## src/rtl/lpm_pkg.sv

```systemverilog
package lpm_pkg;
    localparam int MODE_W = 4;
    localparam int FL_W   = 2;

    typedef logic [MODE_W-1:0] mode_t;
    typedef logic [FL_W-1:0]   flash_t;

    localparam mode_t M_SAFE = 4'b0010;
    localparam mode_t M_DRUN = 4'b0011;
    localparam mode_t M_RUN0 = 4'b0100;
    localparam mode_t M_HALT = 4'b1000;
    localparam mode_t M_STOP = 4'b1010;

    localparam flash_t FL_NORM = 2'b00;
    localparam flash_t FL_LOW  = 2'b01;
    localparam flash_t FL_PD   = 2'b11;

    typedef enum logic [1:0] {PH_STEADY, PH_TRANS, PH_WAKE} phase_t;

    typedef struct packed {
        phase_t phase;
        mode_t  mode;
        mode_t  tgt;
        mode_t  ret;
        logic   inv;
    } ctl_t;

    // run modes share the two upper bits 2'b01
    function automatic logic is_run(mode_t m);
        return m[MODE_W-1 -: 2] == 2'b01;
    endfunction
endpackage

```

## src/rtl/lpm_req_decode.sv

```systemverilog
module lpm_req_decode
    import lpm_pkg::*;
(
    input  mode_t cur,
    input  mode_t code,
    input  logic  irq,
    input  logic  wkup,
    output logic  go,
    output logic  abort
);
    logic src_run, want_halt, want_stop, lp_ok, run_ok;

    always_comb begin
        src_run   = is_run(cur);
        want_halt = (code == M_HALT);
        want_stop = (code == M_STOP);
        lp_ok     = src_run && (want_halt || want_stop);
        abort     = lp_ok && (irq || (want_stop && wkup));
        run_ok    = is_run(code) && (src_run || cur == M_DRUN);
        go        = (lp_ok && !abort) || run_ok;
    end
endmodule

```

## src/rtl/lpm_pwr_out.sv

```systemverilog
module lpm_pwr_out
    import lpm_pkg::*;
(
    input  phase_t phase,
    input  mode_t  mode,
    input  flash_t halt_cfg,
    input  logic   stop_pd,
    output logic   core_en,
    output logic   pll_en,
    output flash_t flash
);
    always_comb begin
        core_en = 1'b1;
        pll_en  = 1'b1;
        flash   = FL_NORM;
        if (phase == PH_WAKE) begin
            core_en = 1'b0;
        end else if (phase == PH_STEADY && mode == M_HALT) begin
            core_en = 1'b0;
            flash   = (halt_cfg == FL_LOW || halt_cfg == FL_PD) ? halt_cfg : FL_NORM;
        end else if (phase == PH_STEADY && mode == M_STOP) begin
            core_en = 1'b0;
            pll_en  = 1'b0;
            flash   = stop_pd ? FL_PD : FL_NORM;
        end
    end
endmodule

```

## src/rtl/lpm_entry_ctrl.sv

```systemverilog
module lpm_entry_ctrl
    import lpm_pkg::*;
(
    input  logic         clk,
    input  logic         rst_n,
    input  logic         wr_en,
    input  logic [3:0]   wr_code,
    input  logic         irq_pend,
    input  logic         wkup_pend,
    input  logic         safe_req,
    input  logic         sys_reset,
    input  logic         wake,
    input  logic [1:0]   halt_flash_cfg,
    input  logic         stop_flash_pd,
    output logic [3:0]   mode_o,
    output logic         busy_o,
    output logic         invalid_irq_o,
    output logic         core_clk_en_o,
    output logic         pll_en_o,
    output logic [1:0]   flash_pwr_o
);
    localparam ctl_t CTL_RST = '{phase: PH_STEADY, mode: M_DRUN, tgt: M_DRUN,
                                 ret: M_RUN0, inv: 1'b0};

    ctl_t ctl_d, ctl_q;
    logic req_go, req_abort;

    lpm_req_decode u_dec (
        .cur   (ctl_q.mode),
        .code  (wr_code),
        .irq   (irq_pend),
        .wkup  (wkup_pend),
        .go    (req_go),
        .abort (req_abort)
    );

    always_comb begin
        ctl_d     = ctl_q;
        ctl_d.inv = 1'b0;
        if (sys_reset) begin
            ctl_d = CTL_RST;
        end else if (safe_req) begin
            ctl_d.phase = PH_STEADY;
            ctl_d.mode  = M_SAFE;
        end else begin
            case (ctl_q.phase)
                PH_TRANS: begin
                    ctl_d.phase = PH_STEADY;
                    ctl_d.mode  = ctl_q.tgt;
                    ctl_d.inv   = wr_en;
                end
                PH_WAKE: begin
                    ctl_d.phase = PH_STEADY;
                    ctl_d.mode  = ctl_q.ret;
                    ctl_d.inv   = wr_en;
                end
                default: begin
                    if (wr_en) begin
                        if (req_go) begin
                            ctl_d.phase = PH_TRANS;
                            ctl_d.tgt   = wr_code;
                            if (!is_run(wr_code)) ctl_d.ret = ctl_q.mode;
                        end else if (!req_abort) begin
                            ctl_d.inv = 1'b1;
                        end
                    end
                    if (wake && (ctl_q.mode == M_HALT || ctl_q.mode == M_STOP))
                        ctl_d.phase = PH_WAKE;
                end
            endcase
        end
    end

    always_ff @(posedge clk or negedge rst_n) begin
        if (!rst_n) ctl_q <= CTL_RST;
        else        ctl_q <= ctl_d;
    end

    lpm_pwr_out u_pwr (
        .phase    (ctl_q.phase),
        .mode     (ctl_q.mode),
        .halt_cfg (halt_flash_cfg),
        .stop_pd  (stop_flash_pd),
        .core_en  (core_clk_en_o),
        .pll_en   (pll_en_o),
        .flash    (flash_pwr_o)
    );

    assign mode_o        = ctl_q.mode;
    assign busy_o        = (ctl_q.phase != PH_STEADY);
    assign invalid_irq_o = ctl_q.inv;
endmodule

```

## config.mk

```make
export PLATFORM = sky130hd
export DESIGN_NAME = lpm_entry_ctrl
export DESIGN_NICKNAME = d
export VERILOG_FILES = /design/src/rtl/lpm_pkg.sv /design/src/rtl/lpm_req_decode.sv /design/src/rtl/lpm_pwr_out.sv /design/src/rtl/lpm_entry_ctrl.sv
export SDC_FILE = /design/constraint.sdc
export NUM_CORES = 1
export LEC_CHECK = 0
export BUFFER_PORTS_ARGS = -buffer_cell sky130_fd_sc_hd__buf_2
export CORE_AREA = 2 2 49 51
export CTS_CLUSTER_SIZE = 28
export DETAILED_ROUTE_END_ITERATION = 8
export DIE_AREA = 0 0 51 53
export HOLD_SLACK_MARGIN = 0.02
export PLACE_DENSITY = 0.77
export SYNTH_ARGS = -nofsm -noshare
export SYNTH_HDL_FRONTEND = slang
export SYNTH_SLANG_ARGS = --single-unit
```

## constraint.sdc

```tcl
create_clock -name clk -period 1.6 [get_ports clk]
set_input_delay 0.4 -clock clk [delete_from_list [all_inputs] [get_ports clk]]
set_output_delay 0.4 -clock clk [all_outputs]
set_load 0.03 [all_outputs]
```

==> flow_summary.json <==
{
  "dpl.cell_count": 148,
  "slowest_delay_ns": 0.44,
  "worstMarginPinSlew_ns": 0.397,
  "multi_input_area_um2": 583,
  "drcViolationCount": 0,
  "synth_top_family_by_area": "simple AND/OR/NAND/NOR gates",
  "antenna_left": 0,
  "yosys.area_share.simple_pct": 26.5,
  "synth_ff_type": "dfrtp_1",
  "crit_path_cell_trace": "inv_2, ha_4, nand2_4, a211oi_4, o21a_2, buf_6",
  "regArea_um2": 382,
  "ys_ff_latch": 15,
  "chipHeight_um": 53,
  "num_io_pins": 25,
  "synth_top_area_share_pct": 27.4,
  "critical-path-slowest-cell": "dfrtp_1",
  "cts_tree": "done",
  "pre_cts_slack_ns": -0.0925,
  "worstSkewPairLatency_ns": 0.30,
  "grt-ovfl-total": 0,
  "htree_levels": 1,
  "period_share_pct": 119,
  "dieArea_mm2": 0.00270,
  "yosysWarnings": 0,
  "p_per_area_mw_per_mm2": 547,
  "arrival_ns": 1.51,
  "syn_avg_cell_area_um2": 9.94,
  "worstHoldPathType": "input port to flop",
  "std_cell_rows": 17,
  "path_class": "flop to output port",
  "cp-start-kind": "flop",
  "antennaDiodeCount": 0,
  "yosys.area_share.adder_pct": 2.74,
  "period_needed_ns": 1.91,
  "post-dp-hpwl_um": 1620,
  "port_buffers": 24,
  "firstDrtPassIters": 4,
  "antenna_found_initial": 0,
  "setup_slack_ns": -0.312,
  "yosys-top-cells-count": "nand2_1 (11), dfrtp_1 (10), nor2_1 (9)",
  "clkSlewWorstSetupHoldPaths_ns": 0.09,
  "async_flop_share_pct": 100,
  "synth_area_um2": 915,
  "synth_xor_area_share_pct": 0,
  "cp_max_fo": 3,
  "via_per_inst": 5.34,
  "max-vdd-ir-drop_v": 0.000454,
  "layout-drive-gt1-share_pct": 56.6,
  "grt_setup_unrepaired": "true",
  "failed_checks": "setup timing",
  "hold_viol": 0,
  "wl_per_cell_um": 14.4,
  "routed_wl_um": 2260,
  "grt_usage_pct": 18.4,
  "core-area_mm2": 0.00215,
  "fin_nets": 147,
  "start_util_pct": 42.6,
  "num-fill-cells": 180,
  "synth_compound_area_share_pct": 13.3,
  "maxCapViolations": 0,
  "synth_nets": 109,
  "synthTopCellsByArea": "dfrtp_1 (27%), dfstp_2 (14%), mux2i_1 (8.8%)",
  "leakage_nw": 0.562,
  "clk_path_buf_depth": 2,
  "finalSetupViolations": 14,
  "areaGrowthSynthToFinish_pct": 45.0,
  "crit_buf_inv": 2,
  "status": "finished with violations",
  "finalClockSkew_ns": 0.00421,
  "vias": 838,
  "synthMuxAreaShare_pct": 8.76,
  "yosysUniqueCellTypes": 36,
  "die_w_um": 51,
  "seq_area_frac_synth_pct": 41.7,
  "first_global_vias": 820,
  "crit_family": "flip-flops",
  "critPathCaptureType": "output port",
  "instances_no_fill": 157,
  "tns_ns": -1.88,
  "drtIter0Drc": 12,
  "max_freq_mhz": 523,
  "cts-root-buf": "clkbuf_4",
  "grt_pass1_wl_um": 3600,
  "drv_slew": 0,
  "cp.required_ns": 1.20,
  "cts_buffers": 3,
  "cts.sinks": 15,
  "synth_edf_count": 0,
  "synth_most_common_cell": "nand2_1",
  "grt_max_degree": 19,
  "yosys.area.top_type": "dfrtp_1",
  "postSynthCellCount": 92,
  "gp_congestion": 0.782,
  "max_slew_margin_pct": 73.4
}
==> power breakdown <==
part	switching (mW)	internal (mW)	leakage, nW
combinational	0.0622	0.0505	0.353
clock	0.129	0.0933	0.0177
sequential	0.00430	0.386	0.192
total	0.196	0.530	0.562
==> path summary, 6_finish.rpt <==
check	from	endpoint	slack [ns]	depth (start not counted)
max in group asynchronous	rst_n	ctl_q[5]$_DFFE_PN1P_	0.78	2
min in group asynchronous	rst_n	ctl_q[14]$_DFFE_PN0P_	0.53	2
worst min-delay path	wr_code[1]	ctl_q[6]$_DFFE_PN1P_	0.36	3
worst max-delay path	ctl_q[14]$_DFFE_PN0P_	flash_pwr_o[1]	-0.31	6
worst max register to register	mode_o[0]$_DFFE_PN1P_	ctl_q[8]$_DFFE_PN0P_	-0.12	4
worst min register to register	ctl_q[5]$_DFFE_PN1P_	ctl_q[5]$_DFFE_PN1P_	0.53	2
==> metal layers <==
| metal | global-route usage, % | vias to the layer above | part of all wire [%] |
|---|---|---|---|
| li1 | - | 390 | - |
| met1 | 21.1 | 414 | 40 |
| met2 | 34.8 | 29 | 54 |
| met3 | 1.98 | 5 | 4.9 |
| met4 | 6.76 | 0 | 1.6 |
| met5 | 0 | - | 0 |
==> flip-flops by register name, indices dropped and copies added (netlist names) <==
signal         count
ctl_q             10
mode_o             4
invalid_irq_o      1
==> what timing repair did <==
item | CTS | global route
gates resized for setup | 10 | 31
pin swaps | 7 | 5
hold endpoints to repair | 10 | 0
hold buffers | 1 | 0
setup endpoints to repair | 13 | 20
buffers inserted | 0 | 4
==> cells in the final DEF, fill, tap and decap left out, types with 3 or more instances in the layout <==
master | netlist | final
buf_2 | 1 | 18
buf_4 | 4 | 14
nand2_1 | 11 | 10
dfrtp_1 | 10 | 10
nor2_1 | 9 | 8
mux2i_1 | 8 | 8
buf_6 | 0 | 6
dfstp_2 | 5 | 5
a21oi_1 | 7 | 4
inv_2 | 0 | 3
a21oi_2 | 0 | 3
clkbuf_4 | 0 | 3
==> stage by stage <==
step                util, %  instance area, µm²  power (mW)  hold WS, ns
detailed placement     51.8                1110       0.491        0.326
global route           61.7                1330       0.761        0.388
floorplan                 -                 928       0.443        0.104
CTS                    54.9                1180       0.715        0.347
global placement       51.8                1110       0.488        0.315
finish                 61.7                1330       0.726        0.361
==> worst reg2reg max path, cell delays in order, from the launching register on <==
cell,delay [ns]
dfstp_2,0.58
a21oi_1,0.08
or4b_4,0.52
a21boi_4,0.24
mux2i_1,0.21
==> logic make-up after synthesis <==
group,after synthesis
AOI/OAI and AO/OA,17
adders and majority gates,2
and+or+nand+nor,40
muxes,8
DFF,15
buffers and inverters,10
==> cell type report <==
type / instances / area share (%)
clock buffers: 3 / 1.70
clock inverters: 1 / 0.377
inverters: 3 / 0.849
multi-input cells: 67 / 44.0
flip-flops and latches: 15 / 28.8
well taps: 28 / 2.64
repair buffers: 40 / 21.7
No activity file was read; power rests on OpenSTA's default activity.
